$ cat config.mk
export PLATFORM = sky130hd
export DESIGN_NAME = dma_align
export DESIGN_NICKNAME = d
export VERILOG_FILES = /design/src/rtl/dma_align_pkg.sv /design/src/rtl/dma_align_ctrl.sv /design/src/rtl/dma_align_shift.sv /design/src/rtl/dma_align_mask.sv /design/src/rtl/dma_align.sv
export SDC_FILE = /design/constraint.sdc
export NUM_CORES = 1
export LEC_CHECK = 0
export BUFFER_PORTS_ARGS = -buffer_cell sky130_fd_sc_hd__buf_2
export CAP_MARGIN = 20
export CORE_MARGIN = 4
export CORE_UTILIZATION = 60
export DETAILED_ROUTE_END_ITERATION = 16
export PLACE_DENSITY = 0.95
export SLEW_MARGIN = 20
export SYNTH_ARGS = -nofsm -noshare
export SYNTH_HDL_FRONTEND = slang
export SYNTH_SLANG_ARGS = --single-unit
$ cat constraint.sdc
create_clock -name clk -period 6.05 [get_ports clk]
set_input_delay 0 -clock clk [delete_from_list [all_inputs] [get_ports clk]]
set_output_delay 0 -clock clk [all_outputs]
set_load 0.02 [all_outputs]
$ cat src/rtl/dma_align_pkg.sv
package dma_align_pkg;

    typedef enum logic [2:0] {
        ST_IDLE,
        ST_PRIME,
        ST_STREAM,
        ST_FLUSH,
        ST_DONE
    } dal_state_e;

endpackage

$ cat src/rtl/dma_align_ctrl.sv
module dma_align_ctrl
    import dma_align_pkg::*;
#(
    parameter int ADDR_W = 32,
    parameter int CNT_W  = 16,
    parameter int DATA_W = 64
) (
    input  logic                          clk,
    input  logic                          rst_n,
    input  logic                          start,
    input  logic [ADDR_W-1:0]             src_addr,
    input  logic [ADDR_W-1:0]             dst_addr,
    input  logic [CNT_W-1:0]              byte_count,
    input  logic                          in_valid,
    input  logic [DATA_W-1:0]             in_data,
    input  logic                          out_ready,
    output logic                          in_ready,
    output logic                          out_valid,
    output logic                          busy,
    output logic                          done,
    output logic [ADDR_W-1:0]             rd_addr,
    output logic [CNT_W-1:0]              rd_remain,
    output logic [ADDR_W-1:0]             out_addr,
    output logic [DATA_W-1:0]             held_word,
    output logic                          flush_sel,
    output logic [$clog2(DATA_W/8):0]     shift_amt,
    output logic                          first_word,
    output logic                          last_word,
    output logic [$clog2(DATA_W/8)-1:0]   dst_lane,
    output logic [$clog2(DATA_W/8):0]     tail_len
);

    localparam int BYTES = DATA_W / 8;
    localparam int OFF_W = $clog2(BYTES);
    localparam int SH_W  = OFF_W + 1;
    localparam int WA_W  = ADDR_W - OFF_W;
    localparam int WC_W  = CNT_W + 1;

    dal_state_e state, nxt;

    logic [OFF_W-1:0]  s_off, d_off;
    logic [WA_W-1:0]   rd_word, wr_word;
    logic [WC_W-1:0]   rd_left, wr_left;
    logic [CNT_W-1:0]  rd_rem;
    logic              first_rd, first_wr;
    logic [DATA_W-1:0] carry;
    logic [SH_W-1:0]   shift_r, tail_r;

    // Values derived from the start request
    logic [OFF_W-1:0]  so_n, do_n, tail_lo;
    logic [WC_W-1:0]   span_in, span_out;
    logic              lead_n;
    logic [SH_W-1:0]   shift_n, tail_n;

    always_comb begin
        so_n     = src_addr[OFF_W-1:0];
        do_n     = dst_addr[OFF_W-1:0];
        span_in  = ({1'b0, byte_count} + WC_W'(so_n) + WC_W'(BYTES - 1)) >> OFF_W;
        span_out = ({1'b0, byte_count} + WC_W'(do_n) + WC_W'(BYTES - 1)) >> OFF_W;
        lead_n   = so_n > do_n;
        shift_n  = lead_n ? SH_W'(so_n - do_n) : (SH_W'(BYTES) - SH_W'(do_n - so_n));
        tail_lo  = do_n + byte_count[OFF_W-1:0];
        tail_n   = (tail_lo == '0) ? SH_W'(BYTES) : {1'b0, tail_lo};
    end

    logic take_in, give_out;
    assign take_in  = in_valid & in_ready;
    assign give_out = out_valid & out_ready;

    // Useful bytes carried by the word being read
    logic [SH_W-1:0]  head;
    logic [CNT_W-1:0] used;
    always_comb begin
        head = first_rd ? (SH_W'(BYTES) - {1'b0, s_off}) : SH_W'(BYTES);
        used = (CNT_W'(head) < rd_rem) ? CNT_W'(head) : rd_rem;
    end

    // State register
    always_ff @(posedge clk or negedge rst_n) begin
        if (!rst_n) state <= ST_IDLE;
        else        state <= nxt;
    end

    // Next-state logic
    always_comb begin
        nxt = state;
        unique case (state)
            ST_IDLE: begin
                if (start) begin
                    if (byte_count == '0)                nxt = ST_DONE;
                    else if (src_addr[OFF_W-1:0] > do_n) nxt = ST_PRIME;
                    else                                 nxt = ST_STREAM;
                end
            end
            ST_PRIME: begin
                if (take_in) nxt = (rd_left == WC_W'(1)) ? ST_FLUSH : ST_STREAM;
            end
            ST_STREAM: begin
                if (give_out) begin
                    if (wr_left == WC_W'(1))      nxt = ST_DONE;
                    else if (rd_left == WC_W'(1)) nxt = ST_FLUSH;
                end
            end
            ST_FLUSH: begin
                if (out_ready) nxt = ST_DONE;
            end
            ST_DONE: nxt = ST_IDLE;
        endcase
    end

    // Output decode per state
    always_comb begin
        in_ready  = 1'b0;
        out_valid = 1'b0;
        done      = 1'b0;
        unique case (state)
            ST_IDLE:   ;
            ST_PRIME:  in_ready = 1'b1;
            ST_STREAM: begin
                in_ready  = out_ready;
                out_valid = in_valid;
            end
            ST_FLUSH:  out_valid = 1'b1;
            ST_DONE:   done = 1'b1;
        endcase
    end

    assign busy = (state != ST_IDLE);

    // Address, count and carry registers
    always_ff @(posedge clk or negedge rst_n) begin
        if (!rst_n) begin
            s_off    <= '0;
            d_off    <= '0;
            rd_word  <= '0;
            wr_word  <= '0;
            rd_left  <= '0;
            wr_left  <= '0;
            rd_rem   <= '0;
            first_rd <= 1'b0;
            first_wr <= 1'b0;
            carry    <= '0;
            shift_r  <= '0;
            tail_r   <= '0;
        end else if (state == ST_IDLE) begin
            if (start) begin
                s_off    <= so_n;
                d_off    <= do_n;
                rd_word  <= src_addr[ADDR_W-1:OFF_W];
                wr_word  <= dst_addr[ADDR_W-1:OFF_W];
                rd_left  <= span_in;
                wr_left  <= span_out;
                rd_rem   <= byte_count;
                first_rd <= 1'b1;
                first_wr <= 1'b1;
                carry    <= '0;
                shift_r  <= shift_n;
                tail_r   <= tail_n;
            end
        end else begin
            if (take_in) begin
                carry    <= in_data;
                rd_word  <= rd_word + 1'b1;
                rd_left  <= rd_left - 1'b1;
                rd_rem   <= rd_rem - used;
                first_rd <= 1'b0;
            end
            if (give_out) begin
                wr_word  <= wr_word + 1'b1;
                wr_left  <= wr_left - 1'b1;
                first_wr <= 1'b0;
            end
        end
    end

    assign rd_addr    = {rd_word, {OFF_W{1'b0}}};
    assign out_addr   = {wr_word, {OFF_W{1'b0}}};
    assign rd_remain  = rd_rem;
    assign held_word  = carry;
    assign flush_sel  = (state == ST_FLUSH);
    assign shift_amt  = shift_r;
    assign first_word = first_wr;
    assign last_word  = (wr_left == WC_W'(1));
    assign dst_lane   = d_off;
    assign tail_len   = tail_r;

endmodule

$ cat src/rtl/dma_align_shift.sv
module dma_align_shift #(
    parameter int DATA_W = 64
) (
    input  logic [DATA_W-1:0]         new_word,
    input  logic [DATA_W-1:0]         old_word,
    input  logic                      flush,
    input  logic [$clog2(DATA_W/8):0] shift_amt,
    output logic [DATA_W-1:0]         word_o
);

    logic [2*DATA_W-1:0] window, moved;

    // Newer word in the upper half, previous word in the lower half
    always_comb begin
        window = {(flush ? {DATA_W{1'b0}} : new_word), old_word};
        moved  = window >> {shift_amt, 3'b000};
        word_o = moved[DATA_W-1:0];
    end

endmodule

$ cat src/rtl/dma_align_mask.sv
module dma_align_mask #(
    parameter int DATA_W = 64
) (
    input  logic                        first_word,
    input  logic                        last_word,
    input  logic [$clog2(DATA_W/8)-1:0] dst_lane,
    input  logic [$clog2(DATA_W/8):0]   tail_len,
    output logic [DATA_W/8-1:0]         be
);

    localparam int BYTES = DATA_W / 8;
    localparam int SH_W  = $clog2(BYTES) + 1;

    for (genvar b = 0; b < BYTES; b++) begin : g_lane
        localparam logic [SH_W-1:0] LANE = SH_W'(b);
        logic head_ok, tail_ok;
        assign head_ok = !first_word || ({1'b0, dst_lane} <= LANE);
        assign tail_ok = !last_word  || (LANE < tail_len);
        assign be[b]   = head_ok & tail_ok;
    end

endmodule

$ cat src/rtl/dma_align.sv
module dma_align #(
    parameter int ADDR_W = 32,
    parameter int CNT_W  = 16,
    parameter int DATA_W = 64
) (
    input  logic                  clk,
    input  logic                  rst_n,
    input  logic                  start,
    input  logic [ADDR_W-1:0]     src_addr,
    input  logic [ADDR_W-1:0]     dst_addr,
    input  logic [CNT_W-1:0]      byte_count,
    output logic                  busy,
    output logic                  done,
    input  logic                  in_valid,
    output logic                  in_ready,
    input  logic [DATA_W-1:0]     in_data,
    output logic [ADDR_W-1:0]     rd_addr,
    output logic [CNT_W-1:0]      rd_remain,
    output logic                  out_valid,
    input  logic                  out_ready,
    output logic [DATA_W-1:0]     out_data,
    output logic [DATA_W/8-1:0]   out_be,
    output logic [ADDR_W-1:0]     out_addr
);

    localparam int OFF_W = $clog2(DATA_W / 8);

    logic [DATA_W-1:0] held_word;
    logic              flush_sel, first_word, last_word;
    logic [OFF_W:0]    shift_amt, tail_len;
    logic [OFF_W-1:0]  dst_lane;

    dma_align_ctrl #(
        .ADDR_W(ADDR_W), .CNT_W(CNT_W), .DATA_W(DATA_W)
    ) u_ctrl (
        .clk        (clk),
        .rst_n      (rst_n),
        .start      (start),
        .src_addr   (src_addr),
        .dst_addr   (dst_addr),
        .byte_count (byte_count),
        .in_valid   (in_valid),
        .in_data    (in_data),
        .out_ready  (out_ready),
        .in_ready   (in_ready),
        .out_valid  (out_valid),
        .busy       (busy),
        .done       (done),
        .rd_addr    (rd_addr),
        .rd_remain  (rd_remain),
        .out_addr   (out_addr),
        .held_word  (held_word),
        .flush_sel  (flush_sel),
        .shift_amt  (shift_amt),
        .first_word (first_word),
        .last_word  (last_word),
        .dst_lane   (dst_lane),
        .tail_len   (tail_len)
    );

    dma_align_shift #(.DATA_W(DATA_W)) u_shift (
        .new_word  (in_data),
        .old_word  (held_word),
        .flush     (flush_sel),
        .shift_amt (shift_amt),
        .word_o    (out_data)
    );

    dma_align_mask #(.DATA_W(DATA_W)) u_mask (
        .first_word (first_word),
        .last_word  (last_word),
        .dst_lane   (dst_lane),
        .tail_len   (tail_len),
        .be         (out_be)
    );

endmodule

Word level (Yosys, flattened, before mapping) --
Index checks and enable logic that the tools add are counted.
Cells by class: add/sub/neg operators 14, multipliers 0, divide/modulo/power cells 0, order comparisons 17, eq/ne operators 11, shifts and indexed selects 1, mux-type cells 41, bitwise logic cells 9, reductions and logical operators 27
Operators with widths (count):
- $mux W64 | 4
- $mux W29 | 6
- $shr A128 B7 Y64 | 1
- $mux W17 | 6
- $mux W16 | 4
- $add A29 B1 Y29 const B | 2
- $add A16 B3 Y17 | 2
- $add A17 B3 Y17 const B | 2
- $eq A17 B1 Y1 const B | 2
- $sub A17 B1 Y17 const B | 2
- $mux W3 | 7
- $logic_not A16 Y1 | 1
- $lt A3 B4 Y1 const A | 4
- $lt A4 B16 Y1 | 1
- $sub A16 B16 Y16 | 1
- $logic_or A1 B1 Y1 | 15
- $pmux W3 S5 | 1
- $mux W4 | 3
- $and A1 B1 Y1 | 9
- $le A3 B3 Y1 const B | 3
- $lt A1 B4 Y1 const A | 2
- $lt A2 B4 Y1 const A | 2
- $sub A3 B3 Y4 | 2
- $mux W1 | 7
- 20 further kinds | 31
Storage, ports and cells: bits in registers 191, latch bits 0, RAM bits 0, bits in read-only memories 0, input bits 149, output and inout port bits 156, logic and storage cells 133, memories kept 0

Longest topological paths before layout --
word-level depth 7, depth in mapped cells 20, gate-level depth less buffers 19

By module --
From an unflattened synthesis, not the netlist that was laid out.
Unflattened totals: cell total of the unflattened synthesis 1818, area, all modules 15454.8 µm²
Modules (own cells, without submodules):
- dma_align_ctrl | times used 1, cells an instance 1186, area an instance 10711.5 µm², seq. area each 4779.6 µm²
- dma_align_shift | times used 1, cells an instance 611, area an instance 4608.2 µm², seq. area each 0.0 µm²
- dma_align_mask | times used 1, cells an instance 21, area an instance 135.1 µm², seq. area each 0.0 µm²

Worst setup path before layout --
No wires, ideal clock.
path type register to register, from reg u_ctrl.s_off[0], to reg u_ctrl.rd_rem[9], in the netlist u_ctrl.rd_remain[9], setup time 126 ps, arrival time 3436 ps, data required time 5924 ps, slack 2488 ps, cell stages (with the launch flop) 19, buffers on the path 1, clock period less this slack 3562 ps, path through dfrtp_1 -> inv_1 -> ha_1 -> xnor2_1 -> and2_1 -> ha_1 -> o21ai_0 -> a31oi_1 -> nor3_1 -> nor4_4 -> mux2i_1 -> ha_1 -> o21ai_0 -> a21oi_1 -> or2_2 -> clkbuf_1 -> nor4_1 -> o21ai_0 -> a221o_1
Between the ends: cells in the longest elaborated chain, start to end 7
RTL lines:
- from (decl) | line dma_align_ctrl.sv:41 | logic [OFF_W-1:0] s_off, d_off;
- from (signal assigned) | line dma_align_ctrl.sv:147 | s_off <= so_n;
- $sub A4 B3 Y4 (*) | line dma_align_ctrl.sv:74 | head = first_rd ? (SH_W'(BYTES) - {1'b0, s_off}) : SH_W'(BYTES);
- $mux W4 (*) | line dma_align_ctrl.sv:74
- $lt A4 B16 Y1 | line dma_align_ctrl.sv:75 | used = (CNT_W'(head) < rd_rem) ? CNT_W'(head) : rd_rem;
- $mux W16 (*) | line dma_align_ctrl.sv:75
- $sub A16 B16 Y16 (*) | line dma_align_ctrl.sv:165 | rd_rem <= rd_rem - used;
- $mux W16 (*) | line dma_align_ctrl.sv:161 | if (take_in) begin
- $mux W16 (*) | line dma_align_ctrl.sv:145 | end else if (state == ST_IDLE) begin
- to (signal assigned) | line dma_align_ctrl.sv:153 | rd_rem <= byte_count;
- to (signal assigned) | line dma_align_ctrl.sv:165
- to (decl) | line dma_align_ctrl.sv:44 | logic [CNT_W-1:0] rd_rem;
Mark *: on every way between the ends. The rest lies on a longest branch, timed or not. The select of a mux whose other input is x is not followed. A chain may end at the register's enable or synchronous reset.

Final worst setup path --
Same ends and word-level chain as after synthesis.

==> report_table.html <==
<table>
<tr><th>Metric</th><th>Value</th></tr>
<tr><th colspan="2">Timing</th></tr>
<tr><td>Max Clk Rate</td><td>255.0 MHz</td></tr>
<tr><td>Pin slew with the least headroom to its limit</td><td>1.140 ns</td></tr>
<tr><td>Sum of negative setup slack</td><td>0 ns</td></tr>
<tr><td>Final max-slew violation count</td><td>0</td></tr>
<tr><td>Final hold violations</td><td>0</td></tr>
<tr><td>Setup clock skew after layout</td><td>0.01770 ns</td></tr>
<tr><td>Final period utilization</td><td>0.6481</td></tr>
<tr><td>RSZ-0062 raised after global routing</td><td>false</td></tr>
<tr><td>Min setup slack post-route</td><td>2.129 ns</td></tr>
<tr><td>Minimum period implied by the final worst setup slack</td><td>3.921 ns</td></tr>
<tr><td>Final setup viols</td><td>0</td></tr>
<tr><td>Slew HR</td><td>0.2375</td></tr>
<tr><th colspan="2">Synth</th></tr>
<tr><td>Distinct cell type count after synthesis</td><td>74</td></tr>
<tr><td>Synthesized cell area</td><td>15140 um2</td></tr>
<tr><td>Yosys top cell area share</td><td>0.3156</td></tr>
<tr><td>Warnings, synthesis</td><td>0</td></tr>
<tr><td>Fraction of the yosys area taken by sequential cells</td><td>0.3156</td></tr>
<tr><td>Synth Flop Type</td><td>sky130_fd_sc_hd__dfrtp_1</td></tr>
<tr><td>Post-synth ARST share</td><td>1.000</td></tr>
<tr><td>Leading area contributor after synthesis</td><td>sky130_fd_sc_hd__dfrtp_1</td></tr>
<tr><td>Average size of a mapped cell</td><td>7.723 um2</td></tr>
<tr><td>Register bit count reported by yosys</td><td>191</td></tr>
<tr><td>EDFF count, synth</td><td>0</td></tr>
<tr><td>Synthesized instance count</td><td>1961</td></tr>
<tr><td>Most area-consuming cells after synthesis</td><td>sky130_fd_sc_hd__dfrtp_1 32%, sky130_fd_sc_hd__nand2_1 7.0%, sky130_fd_sc_hd__mux2i_1 6.7%</td></tr>
<tr><th colspan="2">Worst setup path</th></tr>
<tr><td>Critical Path Start</td><td>u_ctrl.s_off[0]</td></tr>
<tr><td>R2R cell count</td><td>17</td></tr>
<tr><td>Type of element launching the critical path</td><td>register</td></tr>
<tr><td>R2r setup slk</td><td>2.13 ns</td></tr>
<tr><td>CP required</td><td>6.38 ns</td></tr>
<tr><td>Reg-to-reg critical path endpoint</td><td>u_ctrl.rd_remain[9]</td></tr>
<tr><td>Critical path class</td><td>register to register</td></tr>
<tr><td>Critical Path End Type</td><td>register</td></tr>
<tr><td>Largest fanout on the critical path</td><td>9</td></tr>
<tr><td>Critical R2R Launch</td><td>u_ctrl.s_off[0]</td></tr>
<tr><td>Data arrival time of the critical path</td><td>4.25 ns</td></tr>
<tr><th colspan="2">Global routing</th></tr>
<tr><td>Largest net degree at the start of global routing</td><td>122</td></tr>
<tr><td>Wire length of the first global-routing pass</td><td>92.34 mm</td></tr>
<tr><td>Initial antenna violation count</td><td>3</td></tr>
<tr><td>Global-route congestion overflow total</td><td>0</td></tr>
<tr><td>Via count of the first global-routing pass</td><td>17220</td></tr>
<tr><td>Total global routing track utilization</td><td>0.4033</td></tr>
<tr><th colspan="2">Detailed routing</th></tr>
<tr><td>Mean number of vias per cell</td><td>6.813</td></tr>
<tr><td>Count of routing violations after the opening detailed-route iteration</td><td>2868</td></tr>
<tr><td>Wire length after detailed routing</td><td>58.43 mm</td></tr>
<tr><td>Number of antenna-violating nets in the routed design</td><td>0</td></tr>
<tr><td>DRC errors left</td><td>0</td></tr>
<tr><td>Length of the first detailed-routing pass in iterations</td><td>7</td></tr>
<tr><td>Wire per inst</td><td>22.32 um</td></tr>
<tr><td>Overall via count from detail_route</td><td>17840</td></tr>
<tr><th colspan="2">Floorplanning</th></tr>
<tr><td>Number of standard-cell rows in the floorplan</td><td>57</td></tr>
<tr><td>Die W</td><td>166.9 um</td></tr>
<tr><td>Number of I/O pins</td><td>305</td></tr>
<tr><td>Core Region</td><td>24600 um2</td></tr>
<tr><td>Starting density of the core</td><td>0.6155</td></tr>
<tr><td>Full die area</td><td>27850 um2</td></tr>
<tr><td>Die Y</td><td>166.9 um</td></tr>
<tr><th colspan="2">Clocking</th></tr>
<tr><td>Clock sink count</td><td>191</td></tr>
<tr><td>Clock tree from TritonCTS</td><td>done</td></tr>
<tr><td>Number of CTS-inserted buffers</td><td>17</td></tr>
<tr><td>Worst-skew pair later-pin latency</td><td>0.45 ns</td></tr>
<tr><td>Maximum level of the CTS H-tree</td><td>4</td></tr>
<tr><td>Root Driver</td><td>sky130_fd_sc_hd__clkbuf_16</td></tr>
<tr><td>Max Buffers Root-to-Sink</td><td>2</td></tr>
<tr><td>Reg clk slew, reported paths</td><td>0.08 ns</td></tr>
<tr><th colspan="2">Power and ir drop</th></tr>
<tr><td>Peak VDD IR</td><td>0.5361 mV</td></tr>
<tr><td>Leakage component of the power</td><td>8.314 nW</td></tr>
<tr><td>Ratio of total power to cell area</td><td>578.8 nW/um2</td></tr>
<tr><th colspan="2">Layout</th></tr>
<tr><td>Layout overhead on the synthesized area</td><td>22.73%</td></tr>
<tr><td>Layout cells sized above 1</td><td>0.1915</td></tr>
<tr><td>Filler cell count in the final layout</td><td>1728</td></tr>
<tr><td># nets final</td><td>2459</td></tr>
<tr><th colspan="2">Run</th></tr>
<tr><td>Number of maximum-capacitance violations</td><td>0</td></tr>
<tr><th colspan="2">Placed design</th></tr>
<tr><td>Count of port buffers added during placement</td><td>298</td></tr>
<tr><td>Post-Place Setup Slack</td><td>2.209 ns</td></tr>
<tr><td>Final weighted congestion in routability-driven placement</td><td>1.016</td></tr>
<tr><td>Detailed Place HPWL</td><td>37.16 mm</td></tr>
<tr><th colspan="2">Worst hold path</th></tr>
<tr><td>Worst hold path depth</td><td>3</td></tr>
<tr><td>WHS Endpoint</td><td>u_ctrl.wr_left[9]</td></tr>
<tr><td>Worst Hold Launch</td><td>byte_count[12]</td></tr>
<tr><td>Path category of the worst min-delay check</td><td>primary input to register</td></tr>
<tr><th colspan="2">Outcome</th></tr>
<tr><td>Result of the run</td><td>finished, final reports clean</td></tr>
</table>
[placed cells by master, fill, tap and decap left out, drive strengths merged, types with 8 or more instances in the layout]
cell type,n
nand4,22
inv,53
a21oi,149
a22o,8
a311oi,12
nor3,41
mux2,53
nor4,22
and4,9
and2,8
xnor2,14
nor2b,20
a31oi,29
a22oi,12
nand2,283
o22ai,33
ha,27
dlygate4sd3,142
o21ai,189
mux2i,102
nor2,188
clkbuf,19
xor2,16
o211ai,15
mux4,10
a21o,9
nand2b,11
nand3,122
a211oi,36
buf,316
or3,9
dfrtp,191
and3,18
[flip-flops by register name, indices dropped and copies added, names as in the netlist]
register,cells
u_ctrl.state,3
u_ctrl.s_off,3
u_ctrl.shift_amt,4
u_ctrl.wr_left,17
u_ctrl.rd_word,29
u_ctrl.tail_len,4
u_ctrl.held_word,64
u_ctrl.dst_lane,3
u_ctrl.rd_remain,16
u_ctrl.first_word,1
u_ctrl.rd_left,17
u_ctrl.first_rd,1
u_ctrl.wr_word,29
[power by group]
part	internal, W	leakage, nW	switching, W	total (W)
Combinational	0.00241	5.69	0.00447	0.00688
Sequential	0.00182	2.33	0.000866	0.00269
Clock	0.000627	0.289	0.000566	0.00119
Total	0.00486	8.31	0.00590	0.0108
[per-layer routing]
layer  track usage  routed length (um)  vias to the layer above
met4        0.2394                4336                        2
li1              -                   -                     7721
met1        0.4903               20000                     8138
met3       0.09173                6909                      398
met2        0.6562               27170                     1578
met5             0                  16                        -
[worst max-delay path by stage]
stage	end	slack, ns
floorplan	u_ctrl.rd_remain[9]	2.49
global placement	u_ctrl.rd_remain[9]	2.36
detailed placement	u_ctrl.rd_remain[9]	2.21
CTS	out_data[26]	2.10
global route	u_ctrl.rd_remain[11]	1.78
finish	u_ctrl.rd_remain[9]	2.13
[area by class of cell]
type	instances	area, um2	share of cell area
Tap cell	324	405.4	0.02181
Antenna cell	2	5.005	0.0002693
Sequential cell	191	4792	0.2578
Multi-Input combinational cell	1562	9522	0.5123
Clock buffer	18	429.2	0.02309
Timing Repair Buffer	459	3080	0.1657
Clock inverter	14	172.7	0.009290
Inverter	48	180.2	0.009694
[critical path, stage by stage (launching register included)]
cell,delay [ns]
sky130_fd_sc_hd__dfrtp_1,0.38
sky130_fd_sc_hd__inv_1,0.06
sky130_fd_sc_hd__ha_1,0.21
sky130_fd_sc_hd__xnor2_1,0.12
sky130_fd_sc_hd__and2_1,0.19
sky130_fd_sc_hd__ha_1,0.28
sky130_fd_sc_hd__o21ai_0,0.07
sky130_fd_sc_hd__a31oi_1,0.15
sky130_fd_sc_hd__nor3_1,0.10
sky130_fd_sc_hd__nor4_4,0.50
sky130_fd_sc_hd__mux2i_1,0.25
sky130_fd_sc_hd__ha_1,0.28
sky130_fd_sc_hd__o21ai_0,0.19
sky130_fd_sc_hd__a21oi_1,0.08
sky130_fd_sc_hd__or2_2,0.36
sky130_fd_sc_hd__nor4_1,0.18
sky130_fd_sc_hd__o21ai_0,0.12
sky130_fd_sc_hd__a221o_1,0.31
[synth_stat cells (14+ instances only)]
cell type                  count
sky130_fd_sc_hd__dfrtp_1     191
sky130_fd_sc_hd__nor2_1      187
sky130_fd_sc_hd__and3_1       18
sky130_fd_sc_hd__mux2_2       53
sky130_fd_sc_hd__buf_2        35
sky130_fd_sc_hd__buf_1        23
sky130_fd_sc_hd__nor2b_1      20
sky130_fd_sc_hd__inv_1        47
sky130_fd_sc_hd__nand3_1     122
sky130_fd_sc_hd__o22ai_1      33
sky130_fd_sc_hd__nor3_1       39
sky130_fd_sc_hd__xor2_1       16
sky130_fd_sc_hd__ha_1         27
sky130_fd_sc_hd__o211ai_1     15
sky130_fd_sc_hd__o21ai_0     189
sky130_fd_sc_hd__xnor2_1      14
sky130_fd_sc_hd__a21oi_1     149
sky130_fd_sc_hd__nor4_1       18
sky130_fd_sc_hd__nand2_1     283
sky130_fd_sc_hd__mux2i_1     102
sky130_fd_sc_hd__clkbuf_1     98
sky130_fd_sc_hd__nand4_1      21
sky130_fd_sc_hd__a211oi_1     36
sky130_fd_sc_hd__a31oi_1      29
[timing repair]
action	4_1_cts	5_1_grt
resized for setup	0	0
endpoints found under the hold margin	211	1
hold buffers	141	1
setup buffers	0	0
[per-stage QoR]
stage               utilization  instance area, um2  instances  power (W)  hold slack [ns]
floorplan                     -               15160       1966   0.007157          -0.2956
global placement         0.6725               16550       2442   0.008884          0.06800
detailed placement       0.6725               16550       2442   0.009103          0.07339
CTS                      0.7543               18560       2615    0.01040         0.002519
global route             0.7554               18590       2618    0.01137          0.02976
finish                   0.7554               18590       2618    0.01076          0.01697
[cell families after synthesis]
| kind of cell | share of synthesized area |
|---|---|
| other | 0.0002476 |
| AO/OA/AOI/OAI | 0.2230 |
| XOR/XNOR | 0.01735 |
| flip-flops | 0.3156 |
| multiplexers | 0.1217 |
| AND/OR/NAND/NOR | 0.2366 |
| buffers and inverters | 0.05791 |
| adder cells (fa/ha/maj) | 0.02759 |
(Power assumes the default switching activity.)
